===== src/rtl/opt_pkg.sv =====
// Shared constants and the lookup outcome type for the open page tracker.
package opt_pkg;
    localparam int OPT_ROWS   = 4;
    localparam int OPT_BANKS  = 4;
    localparam int OPT_PAGE_W = 13;

    typedef enum logic [1:0] {
        PG_EMPTY = 2'b00,
        PG_HIT   = 2'b01,
        PG_MISS  = 2'b10
    } opt_kind_e;
endpackage


===== src/rtl/opt_slot.sv =====
// One tracked bank slot: a valid flag plus the open page address.
// Assumes set and clear come from the command decoder; set has priority.
module opt_slot #(
    parameter int PAGE_W = 13
) (
    input  logic              clk,
    input  logic              rst_n,
    input  logic              set_i,
    input  logic              clr_i,
    input  logic [PAGE_W-1:0] page_i,
    output logic              valid_o,
    output logic [PAGE_W-1:0] page_o
);
    // Hold the open page; an activate overrides a same-cycle close.
    always_ff @(posedge clk) begin
        if (!rst_n) begin
            valid_o <= 1'b0;
            page_o  <= '0;
        end else if (set_i) begin
            valid_o <= 1'b1;
            page_o  <= page_i;
        end else if (clr_i) begin
            valid_o <= 1'b0;
        end
    end
endmodule


===== src/rtl/opt_cmd_decode.sv =====
// Turns activate/precharge notifications and the policy into per-slot
// set and clear strobes. Slot index is row*MAX_BANKS+bank. Assumes
// MAX_BANKS is even; a 2-bank row only owns the lower half of its banks.
module opt_cmd_decode #(
    parameter int NUM_ROWS  = 4,
    parameter int MAX_BANKS = 4,
    localparam int ROW_W    = $clog2(NUM_ROWS),
    localparam int BANK_W   = $clog2(MAX_BANKS),
    localparam int N_SLOT   = NUM_ROWS * MAX_BANKS,
    localparam int HALF     = MAX_BANKS / 2
) (
    input  logic                keep_open,
    input  logic [NUM_ROWS-1:0] row_is_4bank,
    input  logic                act_valid,
    input  logic [ROW_W-1:0]    act_row,
    input  logic [BANK_W-1:0]   act_bank,
    input  logic                pre_valid,
    input  logic [ROW_W-1:0]    pre_row,
    input  logic [BANK_W-1:0]   pre_bank,
    input  logic                pre_all,
    output logic [N_SLOT-1:0]   set_vec,
    output logic [N_SLOT-1:0]   clr_vec
);
    for (genvar r = 0; r < NUM_ROWS; r++) begin : g_row
        for (genvar b = 0; b < MAX_BANKS; b++) begin : g_bank
            localparam logic LOW_BANK = (b < HALF);
            logic legal, act_hit, pre_hit;
            // Upper banks exist only in rows built from 4-bank devices.
            assign legal   = LOW_BANK || row_is_4bank[r];
            // Activate addresses this slot.
            assign act_hit = act_valid && (act_row == ROW_W'(r)) && (act_bank == BANK_W'(b));
            // Precharge addresses this slot, singly or as part of its row.
            assign pre_hit = pre_valid && (pre_row == ROW_W'(r)) &&
                             (pre_all || (pre_bank == BANK_W'(b)));
            assign set_vec[r*MAX_BANKS+b] = keep_open && act_hit && legal;
            assign clr_vec[r*MAX_BANKS+b] = !keep_open || pre_hit;
        end
    end
endmodule


===== src/rtl/opt_lookup.sv =====
// Classifies a lookup against the slot table and registers the outcome.
// Assumes NUM_ROWS and MAX_BANKS are powers of two so {row,bank} is the
// slot index. The table is sampled before that cycle's updates land.
module opt_lookup
    import opt_pkg::*;
#(
    parameter int NUM_ROWS  = 4,
    parameter int MAX_BANKS = 4,
    parameter int PAGE_W    = 13,
    localparam int ROW_W    = $clog2(NUM_ROWS),
    localparam int BANK_W   = $clog2(MAX_BANKS),
    localparam int N_SLOT   = NUM_ROWS * MAX_BANKS,
    localparam int HALF     = MAX_BANKS / 2
) (
    input  logic                            clk,
    input  logic                            rst_n,
    input  logic                            keep_open,
    input  logic [NUM_ROWS-1:0]             row_is_4bank,
    input  logic [N_SLOT-1:0]               slot_valid,
    input  logic [N_SLOT-1:0][PAGE_W-1:0]   slot_page,
    input  logic                            lk_valid,
    input  logic [ROW_W-1:0]                lk_row,
    input  logic [BANK_W-1:0]               lk_bank,
    input  logic [PAGE_W-1:0]               lk_page,
    output logic                            res_valid,
    output opt_kind_e                       res_kind,
    output logic [PAGE_W-1:0]               res_victim
);
    logic [ROW_W+BANK_W-1:0] idx;
    logic                    sel_valid, legal;
    logic [PAGE_W-1:0]       sel_page;
    opt_kind_e               kind_d;
    logic [PAGE_W-1:0]       victim_d;

    assign idx       = {lk_row, lk_bank};
    assign sel_valid = slot_valid[idx];
    assign sel_page  = slot_page[idx];
    assign legal     = row_is_4bank[lk_row] || (lk_bank < BANK_W'(HALF));

    // Decide hit, miss or empty for the addressed slot.
    always_comb begin
        kind_d   = PG_EMPTY;
        victim_d = '0;
        if (keep_open && legal && sel_valid) begin
            if (sel_page == lk_page) begin
                kind_d = PG_HIT;
            end else begin
                kind_d   = PG_MISS;
                victim_d = sel_page;
            end
        end
    end

    // Register the outcome; it is held between requests.
    always_ff @(posedge clk) begin
        if (!rst_n) begin
            res_valid  <= 1'b0;
            res_kind   <= PG_EMPTY;
            res_victim <= '0;
        end else begin
            res_valid <= lk_valid;
            if (lk_valid) begin
                res_kind   <= kind_d;
                res_victim <= victim_d;
            end
        end
    end
endmodule


===== src/rtl/opt_page_tracker.sv =====
// Open page tracker: one slot per row and bank, updated by activate and
// precharge notifications and queried by lookups with one cycle latency.
// Assumes power-of-two row and bank counts and that the scheduler reports
// every activate and precharge it issues.
module opt_page_tracker
    import opt_pkg::*;
#(
    parameter int NUM_ROWS  = OPT_ROWS,
    parameter int MAX_BANKS = OPT_BANKS,
    parameter int PAGE_W    = OPT_PAGE_W,
    localparam int ROW_W    = $clog2(NUM_ROWS),
    localparam int BANK_W   = $clog2(MAX_BANKS),
    localparam int N_SLOT   = NUM_ROWS * MAX_BANKS
) (
    input  logic                clk,
    input  logic                rst_n,
    input  logic                keep_open,
    input  logic [NUM_ROWS-1:0] row_is_4bank,
    input  logic                act_valid,
    input  logic [ROW_W-1:0]    act_row,
    input  logic [BANK_W-1:0]   act_bank,
    input  logic [PAGE_W-1:0]   act_page,
    input  logic                pre_valid,
    input  logic [ROW_W-1:0]    pre_row,
    input  logic [BANK_W-1:0]   pre_bank,
    input  logic                pre_all,
    input  logic                lk_valid,
    input  logic [ROW_W-1:0]    lk_row,
    input  logic [BANK_W-1:0]   lk_bank,
    input  logic [PAGE_W-1:0]   lk_page,
    output logic                res_valid,
    output logic [1:0]          res_kind,
    output logic [PAGE_W-1:0]   res_victim
);
    logic [N_SLOT-1:0]             set_vec, clr_vec;
    logic [N_SLOT-1:0]             slot_valid;
    logic [N_SLOT-1:0][PAGE_W-1:0] slot_page;
    opt_kind_e                     kind_q;

    opt_cmd_decode #(
        .NUM_ROWS  (NUM_ROWS),
        .MAX_BANKS (MAX_BANKS)
    ) u_decode (
        .keep_open    (keep_open),
        .row_is_4bank (row_is_4bank),
        .act_valid    (act_valid),
        .act_row      (act_row),
        .act_bank     (act_bank),
        .pre_valid    (pre_valid),
        .pre_row      (pre_row),
        .pre_bank     (pre_bank),
        .pre_all      (pre_all),
        .set_vec      (set_vec),
        .clr_vec      (clr_vec)
    );

    for (genvar s = 0; s < N_SLOT; s++) begin : g_slot
        opt_slot #(.PAGE_W(PAGE_W)) u_slot (
            .clk     (clk),
            .rst_n   (rst_n),
            .set_i   (set_vec[s]),
            .clr_i   (clr_vec[s]),
            .page_i  (act_page),
            .valid_o (slot_valid[s]),
            .page_o  (slot_page[s])
        );
    end

    opt_lookup #(
        .NUM_ROWS  (NUM_ROWS),
        .MAX_BANKS (MAX_BANKS),
        .PAGE_W    (PAGE_W)
    ) u_lookup (
        .clk          (clk),
        .rst_n        (rst_n),
        .keep_open    (keep_open),
        .row_is_4bank (row_is_4bank),
        .slot_valid   (slot_valid),
        .slot_page    (slot_page),
        .lk_valid     (lk_valid),
        .lk_row       (lk_row),
        .lk_bank      (lk_bank),
        .lk_page      (lk_page),
        .res_valid    (res_valid),
        .res_kind     (kind_q),
        .res_victim   (res_victim)
    );

    assign res_kind = kind_q;
endmodule


===== config.mk =====
export PLATFORM = sky130hd
export DESIGN_NAME = opt_page_tracker
export DESIGN_NICKNAME = d
export VERILOG_FILES = /design/src/rtl/opt_pkg.sv /design/src/rtl/opt_slot.sv /design/src/rtl/opt_cmd_decode.sv /design/src/rtl/opt_lookup.sv /design/src/rtl/opt_page_tracker.sv
export SDC_FILE = /design/constraint.sdc
export NUM_CORES = 1
export LEC_CHECK = 0
export BUFFER_PORTS_ARGS = -buffer_cell sky130_fd_sc_hd__buf_4
export CAP_MARGIN = 10
export CORE_MARGIN = 10
export CORE_UTILIZATION = 40
export CTS_CLUSTER_DIAMETER = 150
export DETAILED_ROUTE_END_ITERATION = 8
export MAX_ROUTING_LAYER = met4
export PLACE_DENSITY = 0.59
export SYNTH_ARGS = -nofsm -noshare
export SYNTH_HDL_FRONTEND = slang
export SYNTH_SLANG_ARGS = --single-unit

===== constraint.sdc =====
create_clock -name clk -period 3.8 [get_ports clk]
set_input_delay 0.57 -clock clk [delete_from_list [all_inputs] [get_ports clk]]
set_output_delay 0.57 -clock clk [all_outputs]
set_load 0.02 [all_outputs]

Word-level counts from Yosys, hierarchy flattened
Cells that the tools add are included.
Cells by class
  magnitude comparators: 3
  equal/unequal tests: 13
  multiplexer cells: 42
  reductions and logical operators: 108
Operators by type and width (number)
  1-bit logical AND: 66
  13-bit binary-select mux with 4-bit select: 1
  13-bit two-way mux: 3
  1-bit two-way mux: 34
  2-bit nonzero test: 16
  1-bit logical OR: 21
  2-bit == test (second input constant): 8
  13-bit == test: 1
  2-bit by 1-bit == test with 1-bit output (second input constant): 4
  2-bit logical NOT: 4
  4-bit by 5-bit less-than comparator with 1-bit output (second input constant): 1
  1-bit binary-select mux with 4-bit select: 1
  2-bit two-way mux: 2
  2-bit by 3-bit less-than comparator with 1-bit output (second input constant): 1
  1-bit binary-select mux with 2-bit select: 1
  2-bit less-than comparator (second input constant): 1
  1-bit logical NOT: 1
Storage, ports and cells
  flip-flop bits (word level): 240
  bits of input ports: 49
  output and inout bits: 16
  word-level logic and storage cells: 201

Logic depth before layout (Yosys ltp)
Gate-level depths: netlist (run 1).
  word-level depth: 6
  gate-level depth with buffers: 12

Cells and area by module
Synthesis (run 1) repeated with hierarchy kept, for this count alone.
Second synthesis, totals
  cells, all modules: 1059
  area total of the unflattened synthesis: 11875.1 µm²
By module, submodules not included
  opt_slot: instances 16, cells an instance 45, area an instance 540.5 µm², seq. area each 280.3 µm²
  opt_lookup: instances 1, cells an instance 280, area an instance 2912.8 µm², seq. area each 320.3 µm²
  opt_cmd_decode: instances 1, cells an instance 59, area an instance 314.1 µm², seq. area each 0.0 µm²

Worst setup path before layout (run 1)
Ideal clock, no wire load.
  path type: input port to flip-flop
  start point: input lk_bank[0]
  end point: register u_lookup.res_kind[0]
  setup time: 0.116 ns
  data arrival time: 3.035 ns
  required time: 3.684 ns
  setup slack: 0.648 ns
  stages: 9
  path through: buf_2 buf_2 buf_2 buf_2 mux4_2 mux4_2 and3_1 buf_2 a22o_4
On the way
  cells in the longest elaborated chain, start to end: 5
RTL lines
  start, declared: line opt_page_tracker.sv:29  | input logic [BANK_W-1:0] lk_bank,
  13-bit binary-select mux with 4-bit select / 2-bit less-than comparator (equally long branches): line opt_lookup.sv:37, opt_lookup.sv:38
  13-bit two-way mux (implied by the code) / 1-bit logical OR (equally long branches): line opt_lookup.sv:37, opt_lookup.sv:38
  13-bit == test / 1-bit logical AND (equally long branches): line opt_lookup.sv:45, opt_lookup.sv:44
  2-bit two-way mux / 1-bit logical AND (equally long branches): line opt_lookup.sv:45, opt_lookup.sv:44
  2-bit two-way mux *: line opt_lookup.sv:44  | if (keep_open && legal && sel_valid) begin
  end signal, assigned: line opt_lookup.sv:63  | res_kind <= kind_d;
  end, declared: line opt_lookup.sv:26  | output opt_kind_e res_kind,
Every way passes the cells marked *; elsewhere a longest branch is shown, timed or not. The select of a mux whose other input is x is not followed.
A chain may end at the register's enable or synchronous reset.

Final worst setup path (run 1)
  start point: input lk_row[0]
  end point: register u_lookup.res_victim[10]
On the way
  cells in the longest elaborated chain, start to end: 6
RTL lines
  start, declared: line opt_page_tracker.sv:28  | input logic [ROW_W-1:0] lk_row,
  parallel branches: the longest is 5 deep, another holds 13-bit binary-select mux with 4-bit select
  13-bit two-way mux *: line opt_lookup.sv:44
  end signal, assigned: line opt_lookup.sv:64  | res_victim <= victim_d;
  end, declared: line opt_lookup.sv:27  | output logic [PAGE_W-1:0] res_victim
Mark *: on every way between the ends. The select of a mux whose other input is x is not followed.

==> results of run 1 <==
Yosys cell counts, types with 4 or more instances:
library cell,count
dfxtp_1,240
a21oi_1,16
o21a_1,9
buf_4,4
xor2_1,8
mux4_2,46
xnor2_1,11
nand4_1,4
a21boi_0,98
buf_2,15
clkbuf_1,69
nand2_1,230
nand3_1,15
o21ai_1,8
nor2_1,20
a22oi_1,8
mux2_2,9
nor2b_1,126
nand2b_1,7
o31ai_1,7
o22ai_1,4
mux2i_1,154
cell usage in the layout (no fill, tap or decap), types with 2 or more instances in the layout:
cell / n
a211o_1: 2
mux4_2: 46
a22oi_1: 8
o21a_1: 9
and2_1: 2
nand4_1: 4
clkinv_2: 3
buf_12: 5
o21ai_0: 3
nand3_1: 15
o31ai_1: 7
nand2b_1: 7
clkbuf_8: 6
dfxtp_1: 240
nor2b_1: 126
nand2_1: 230
o21bai_1: 2
mux2i_1: 154
a21oi_1: 16
a21o_1: 3
or2_2: 2
nor3_2: 2
nor2_2: 8
mux2_2: 9
bufinv_16: 3
clkbuf_1: 2
xnor2_1: 11
xor2_1: 8
and3_1: 3
o22ai_1: 4
a21boi_0: 98
o21ai_1: 8
nor2_1: 11
clkbuf_16: 27
buf_4: 83
clkinvlp_4: 4
registers in the layout, indices dropped and copies added, names as in the netlist:
register               flops
g_slot.u_slot.valid_o     16
u_lookup.res_victim       13
u_lookup.res_kind          2
u_lookup.res_valid         1
g_slot.u_slot.page_o     208
cells by family (layout without fill, tap and decap cells):
kind of cell	Yosys count	count (layout)	synth area share, %
xor+xnor	19	19	1.48
compound gates	165	165	10.7
simple gates	417	417	17.5
buf+inv	92	136	3.51
mux	210	210	24.0
flops	240	240	42.8
power by group:
group,switching (uW),internal [uW],leakage [uW]
combinational,209,151,0.00200
clock,1080,1620,0.000443
sequential,7.04,2530,0.00193
total,1290,4300,0.00438
per-stage QoR:
step | area [um^2] | power (uW) | hold WS [ns]
floorplan | 11200 | 2820 | 0.440
global placement | 12100 | 2950 | 0.445
detailed placement | 12100 | 2950 | 0.451
CTS | 13000 | 5630 | 0.291
global route | 13000 | 5760 | 0.321
finish | 13000 | 5590 | 0.302
worst max-delay path, stage by stage:
cell,delay (ns)
buf_4,0.39
buf_4,0.33
mux2i_1,0.23
a22oi_1,0.14
a21o_1,0.22
a211o_1,0.29
a211o_1,0.34
a2111oi_4,0.33
buf_4,0.26
o31ai_1,0.10
final timing paths:
path | from | end | cells past startpoint
min | lk_valid | u_lookup.res_valid | 2
max | lk_row[0] | u_lookup.res_victim[10] | 10
min reg2reg | u_lookup.res_victim[7] | u_lookup.res_victim[7] | 2
max reg2reg | g_slot[15].u_slot.page_o[8] | u_lookup.res_victim[10] | 8
metal layers:
| metal | share of wire, % | wire length, um | GRT usage, % | vias to the layer above |
|---|---|---|---|---|
| met2 | 49 | 16100 | 31.0 | 173 |
| met1 | 46 | 15300 | 24.4 | 4016 |
| met4 | 2.1 | 709 | 4.18 | 0 |
| met3 | 2.9 | 964 | 1.86 | 50 |
| li1 | - | - | - | 3964 |
| met5 | 0 | 0 | - | - |
cell type report:
type / instances / area [um^2] / area share (%)
Timing Repair Buffer: 88 / 723 / 5.56
Clock buffer: 35 / 766 / 5.89
Clock inverter: 12 / 155 / 1.19
Multi-Input combinational cell: 811 / 6070 / 46.7
Inverter: 1 / 3.75 / 0.0289
Tap cell: 378 / 473 / 3.64
Sequential cell: 240 / 4800 / 37.0
==> impl_metrics.yaml, run 1 <==
cts:
  clkTransAtPathRegs_ns: 0.06
  cts_inserted_buffers: 26
  clk-insertion-delay-late_ns: 0.53
  cts_num_sinks: 240
  cts_tree: "done"
  max-clock-path-buffers: 3
  holdBufCountCts: 0
  h-tree-depth: 1
  root_buffer: "clkbuf_16"
  cts_setup_buffers: 0
  cts-resized-gates: 0
timing:
  min_period_over_period_pct: 74.8
  hold_viol_final: 0
  slew_violations: 0
  slew_headroom_pct: 21.2
  setup_tns_ns: 0
  rsz0062_at_grt: "false"
  setup_viol: 0
  max_freq_mhz: 352
  period_minus_slack_ns: 2.84
  fin_ws_ns: 0.959
  clock_skew_ns: 0.00940
  worst_pin_slew_ns: 1.18
global_route:
  grt_pass1_vias: 8262
  track_usage_pct: 18.8
  grt_max_degree: 212
  antenna_found_initial: 0
  grt_pass1_wl_um: 50900
  grt_overflow: 0
floorplanning:
  die_h_um: 188
  core_um2: 27800
  die_area_um2: 35200
  initial_core_util_pct: 40.4
  row_count: 61
  io_pins: 65
  die_x_um: 188
final_layout:
  area_growth_pct: 15.7
  antenna_cells: 0
  fin_cells: 1565
  drive_gt1_share_pct: 17.3
  finalNetCount: 1217
  nFillCells: 2654
  fin_util_pct: 46.8
power_and_ir_drop:
  power_density_nw_per_um2: 430
  max-vdd-ir-drop_uv: 323
  p_leak_uw: 0.00438
logic_synthesis:
  netlist_area_um2: 11200
  ys_warn_count: 0
  synth.top_cell.area_share_pct: 42.8
  syn-num-nets: 1192
  synth_cell_types: 44
  ys.flop_type: "dfxtp_1"
  synth-edff-count: 0
  syn-mean-instance-area_um2: 9.83
  async_flop_share_pct: 0
  yosys-top-cells-area: "dfxtp_1, mux2i_1, mux4_2, nand2_1, nor2b_1"
  yosysSeqAreaShare_pct: 42.8
  synth.ff_latch_count: 240
  yosysTopAreaCell: "dfxtp_1"
  netlist_instances: 1143
placed_design:
  post-place-ws_ns: 0.416
  dp_hpwl_um: 20200
  dpl.cell_count: 1518
  io_buffer_count: 64
  gp_congestion: 0.863
routing:
  drc: 0
  drt-initial-drc-count: 629
  drt_wl_total_um: 33100
  dr_total_vias: 8203
  ant_nets: 0
  post_drt_wl_per_cell_um: 21.1
  vias_per_cell: 5.24
  drt_pre_antenna_iters: 4
run:
  maxCapViolCount: 0
min_path:
  hold_class: "in -> reg"
setup_path:
  path_class: "in -> reg"
  r2r_slack_ns: 1.22
  start_kind: "primary input"
  end_kind: "flop"
  cp.required_ns: 4.21
  crit_fanout: 29
  cp.arrival_ns: 3.25
status:
  status: "finished, final reports clean"
(Power assumes the default switching activity.)
==> run 2: changes to the inputs <==
Clock period 3.8 ns to 3 ns, I/O delays scaled along.
==> run 2 against run 1 <==
Net effect: critical path depth decreased by 3; clock power increased by 22%; sequential share of layout area decreased by 0.58 points; critical path type is now reg -> reg; highest routed layer unchanged.
==> impl_metrics.yaml, run 2 (synthesis gave the netlist of run 1 again) <==
cts:
  cts-resized-gates: 0
  root_buffer: "clkbuf_16"
  h-tree-depth: 1
  cts_inserted_buffers: 26
  clk-insertion-delay-late_ns: 0.53
  cts_setup_buffers: 0
  clkTransAtPathRegs_ns: 0.06
  max-clock-path-buffers: 3
  cts_tree: "done"
  cts_num_sinks: 240
  holdBufCountCts: 0
final_layout:
  drive_gt1_share_pct: 18.8
  largest_register_ffs: 208
  largest_register: "g_slot.u_slot.page_o"
  fin_cells: 1592
  final_area_um2: 13200
  fin_util_pct: 47.5
  layout_common_cells: "dfxtp_1, nand2_1, mux2i_1"
  top_regs: "g_slot.u_slot.page_o x208, g_slot.u_slot.valid_o x16, u_lookup.res_victim x13"
  finalNetCount: 1245
  antenna_cells: 0
  area_growth_pct: 17.6
  final_common_cell: "dfxtp_1"
placed_design:
  dp_hpwl_um: 21500
  gp_congestion: 0.861
  dpl.cell_count: 1546
  place_area_um2: 12300
  io_buffer_count: 64
floorplanning:
  die_x_um: 188
  io_pins: 65
  die_h_um: 188
  initial_core_util_pct: 40.4
  core_um2: 27800
  row_count: 61
  die_area_um2: 35200
global_route:
  grt_overflow: 0
  grt_max_degree: 225
  grt_pass1_wl_um: 51900
  grt_pass1_vias: 8245
  track_usage_pct: 19.2
  antenna_found_initial: 0
timing:
  slew_headroom_pct: 27.4
  period_minus_slack_ns: 2.55
  max_freq_mhz: 392
  clock_skew_ns: 0.00746
  rsz0062_at_grt: "false"
  min_period_over_period_pct: 85.1
  setup_viol: 0
  hold_viol_final: 0
  setup_tns_ns: 0
  slew_violations: 0
  worst_pin_slew_ns: 1.09
  timing.hold.ws_ns: 0.198
setup_path:
  crit_fanout: 15
  start_kind: "flop"
  end_kind: "flop"
  cp.arrival_ns: 2.95
  cp.required_ns: 3.40
  path_class: "reg -> reg"
routing:
  drc: 0
  drt-initial-drc-count: 678
  dr_total_vias: 8413
  ant_nets: 0
  drt_pre_antenna_iters: 5
  vias_per_cell: 5.28
  post_drt_wl_per_cell_um: 21.2
  drt_wl_total_um: 33700
run:
  maxCapViolCount: 0
min_path:
  hold_class: "in -> reg"
status:
  status: "finished, final reports clean"
power_and_ir_drop:
  max-vdd-ir-drop_uv: 400
  p_leak_uw: 0.00451
  power_density_nw_per_um2: 529
[run 2: area by class of cell]
| class | count | area (um^2) |
|---|---|---|
| well taps | 378 | 473 |
| fillers | 2680 | 14600 |
| clock buffers | 36 | 749 |
| repair buffers | 116 | 983 |
| multi-input cells | 811 | 6070 |
| clock inverters | 10 | 128 |
| inverters | 1 | 3.75 |
| flip-flops and latches | 240 | 4800 |
[run 2: report_power, final]
group / switching [uW] / total [uW] / internal, uW
combinational: 274 / 488 / 215
clock: 1290 / 3290 / 1990
sequential: 8.90 / 3210 / 3200
total: 1580 / 6990 / 5410
[run 2: critical path, cell delays in order, from the launching register on]
cell,delay [ns]
dfxtp_1,0.31
mux4_2,0.47
mux4_2,0.55
xor2_1,0.17
a211o_1,0.27
a2111oi_4,0.40
buf_12,0.19
o31ai_1,0.07
[run 2: final timing paths]
path | startpoint | to | slack [ns] | depth (start not counted)
worst max register to register | g_slot[15].u_slot.page_o[7] | u_lookup.res_victim[0] | 0.45 | 7
worst min-delay path | lk_valid | u_lookup.res_valid | 0.20 | 2
worst min register to register | u_lookup.res_victim[1] | u_lookup.res_victim[1] | 0.45 | 2
worst max-delay path | g_slot[15].u_slot.page_o[7] | u_lookup.res_victim[0] | 0.45 | 7
[run 2: layer usage]
layer	vias up	global-route usage, %	share of wire [%]
met2	247	30.2	46
met1	4074	25.0	45
met5	-	-	0
li1	4031	-	-
met4	0	5.91	3.0
met3	61	3.06	5.4
[run 2: per-stage QoR]
step	setup slack (ns)	power, uW
4_1_cts	0.455	7050
2_1_floorplan	0.0449	3570
3_3_place_gp	-0.0310	3770
5_1_grt	0.349	7210
6_report	0.447	6990
3_5_place_dp	-0.0563	3770
==> run 3: changes to the inputs <==
Settings changed: ABC_AREA set to 1.
==> run 3 against run 2 <==
Net effect: sequential power about the same; die area is 0.54% lower; largest cell class unchanged; critical path type unchanged; critical path depth rose by 6; highest routed layer unchanged.
==> impl_metrics.yaml, run 3 <==
cts:
  clk-insertion-delay-late_ns: 0.56
  cts_inserted_buffers: 27
  h-tree-depth: 1
  max-clock-path-buffers: 3
  cts-resized-gates: 0
  root_buffer: "clkbuf_16"
  cts_num_sinks: 240
  cts_setup_buffers: 0
  cts_tree: "done"
  clkTransAtPathRegs_ns: 0.07
  holdBufCountCts: 0
final_layout:
  final_common_cell: "dfxtp_1"
  drive_gt1_share_pct: 9.77
  largest_register: "g_slot.u_slot.page_o"
  layout_common_cells: "dfxtp_1, o21ai_0, nand2_1"
  final_area_um2: 12700
  antenna_cells: 0
  finalNetCount: 1677
  top_regs: "g_slot.u_slot.page_o x208, g_slot.u_slot.valid_o x16, u_lookup.res_victim x13"
  nFillCells: 2836
  area_growth_pct: 14.1
  largest_register_ffs: 208
logic_synthesis:
  yosysTopAreaCell: "dfxtp_1"
  async_flop_share_pct: 0
  syn-mean-instance-area_um2: 6.87
  ys_warn_count: 0
  netlist_area_um2: 11200
  synth_compound_area_share_pct: 21.4
  synth_common_cells: "dfxtp_1, o21ai_0, nand2_1"
  yosys-top-cells-area: "dfxtp_1, o21ai_0, a21oi_1, nand2_1, nand3_1"
  yosys.cell_count.top_type: "dfxtp_1"
  synthMuxAreaShare_pct: 0.0896
  yosysSeqAreaShare_pct: 43.0
  synth_cell_types: 31
  synthAdderAreaFrac_pct: 0
  synth-edff-count: 0
  synthSimpleGateAreaFrac_pct: 23.2
  synth.ff_latch_count: 240
  syn-num-nets: 1674
  ys.flop_type: "dfxtp_1"
  netlist_instances: 1625
  synth_top_family_by_area: "simple AND/OR/NAND/NOR gates"
  synth.top_cell.area_share_pct: 43.0
  synth_xor_area_share_pct: 0
timing:
  setup_viol: 0
  slew_violations: 0
  timing.hold.ws_ns: 0.0846
  min_period_over_period_pct: 72.5
  worst_pin_slew_ns: 1.18
  slew_headroom_pct: 21.0
  fin_ws_ns: 0.826
  max_freq_mhz: 460
  hold_viol_final: 0
  setup_tns_ns: 0
  period_minus_slack_ns: 2.17
  clock_skew_ns: 0.0335
  rsz0062_at_grt: "false"
routing:
  drc: 0
  vias_per_cell: 5.14
  dr_total_vias: 10400
  post_drt_wl_per_cell_um: 17.2
  ant_nets: 0
  drt_pre_antenna_iters: 5
  drt_wl_total_um: 34900
  drt-initial-drc-count: 939
min_path:
  min-delay-start: "lk_valid"
  worstHoldEndpoint: "u_lookup.res_valid"
  whs_path_depth: 3
  hold_class: "in -> reg"
global_route:
  grt_overflow: 0
  antenna_found_initial: 0
  grt_max_degree: 176
  grt_pass1_vias: 9456
  grt_pass1_wl_um: 55200
  track_usage_pct: 19.7
setup_path:
  r2r-end: "u_lookup.res_victim[2]"
  cp.required_ns: 3.39
  reg2reg_depth: 13
  r2r_slack_ns: 0.83
  crit_fanout: 14
  end_kind: "flop"
  start_kind: "flop"
  cp.arrival_ns: 2.56
  path_class: "reg -> reg"
  regToRegStartpoint: "g_slot[10].u_slot.page_o[8]"
floorplanning:
  die_area_um2: 35000
  core_um2: 27600
  row_count: 61
  die_x_um: 187
  initial_core_util_pct: 40.4
  die_h_um: 187
  io_pins: 65
placed_design:
  place_area_um2: 11800
  io_buffer_count: 64
  post-place-ws_ns: 0.287
  dp_hpwl_um: 22300
  gp_congestion: 0.892
power_and_ir_drop:
  max-vdd-ir-drop_uv: 417
  p_total_uw: 7340
  power_density_nw_per_um2: 576
  p_leak_uw: 0.00511
status:
  status: "finished, final reports clean"
run:
  maxCapViolCount: 0
run 3: cell count changes after synthesis, sizes merged, moves of 140 or more:
cell / before / now
a21oi: 16 / 191
inv: 1 / 203
mux2i: 155 / 1
nand3: 15 / 181
nor2: 20 / 160
o21ai: 11 / 243
run 3: critical path, cell delays in order (launching register included):
cell and delay [ns]:
dfxtp_1 0.32, inv_1 0.05, o21ai_0 0.25, nand2_1 0.09
nand3_1 0.08, nand3_1 0.15, nand3_1 0.12, nand2_1 0.06
nor2_1 0.20, nand2_1 0.08, nor2_1 0.14, nand2_2 0.26
nand3_1 0.15, a21oi_1 0.07
run 3: cell families after synthesis:
group | Yosys count
buf+inv | 324
compound gates | 458
simple gates | 602
mux | 1
flops | 240
run 3: metal layers:
layer  track usage [%]  vias to the layer above  routed length, um
met5                 -                        -                  0
met4              4.93                        0                759
met3              2.01                       38               1670
met2              31.2                      239              16200
met1              26.3                     4844              16200
li1                  -                     5289                  -
run 3: area by class of cell:
cell class / count / area [um^2] / area share (%)
clock buffers: 37 / 753 / 5.91
clock inverters: 12 / 151 / 1.19
inverters: 204 / 768 / 6.03
multi-input cells: 1061 / 5000 / 39.2
flip-flops and latches: 240 / 4800 / 37.7
well taps: 378 / 473 / 3.71
repair buffers: 94 / 793 / 6.23
run 3: worst max-delay path by stage:
stage | start | endpoint | cells past startpoint
final | g_slot[10].u_slot.page_o[8] | u_lookup.res_victim[2] | 13
after global placement | lk_bank[0] | u_lookup.res_victim[3] | 15
after detailed placement | lk_bank[0] | u_lookup.res_victim[2] | 15
after floorplan | lk_bank[1] | u_lookup.res_victim[10] | 17
after global routing | g_slot[10].u_slot.page_o[8] | u_lookup.res_victim[2] | 13
after CTS | g_slot[10].u_slot.page_o[8] | u_lookup.res_victim[2] | 13
run 3: where the power goes:
group          leakage (uW)  internal (uW)  switching (uW)
clock              0.000440           2020            1400
combinational       0.00273            223             465
sequential          0.00194           3220            13.9
total               0.00511           5460            1880
run 3: through the flow:
step	cells	util [%]
CTS	2026	46.1
global route	2026	46.1
detailed placement	1977	42.8
floorplan	1625	-
global placement	1977	42.8
finish	2026	46.1
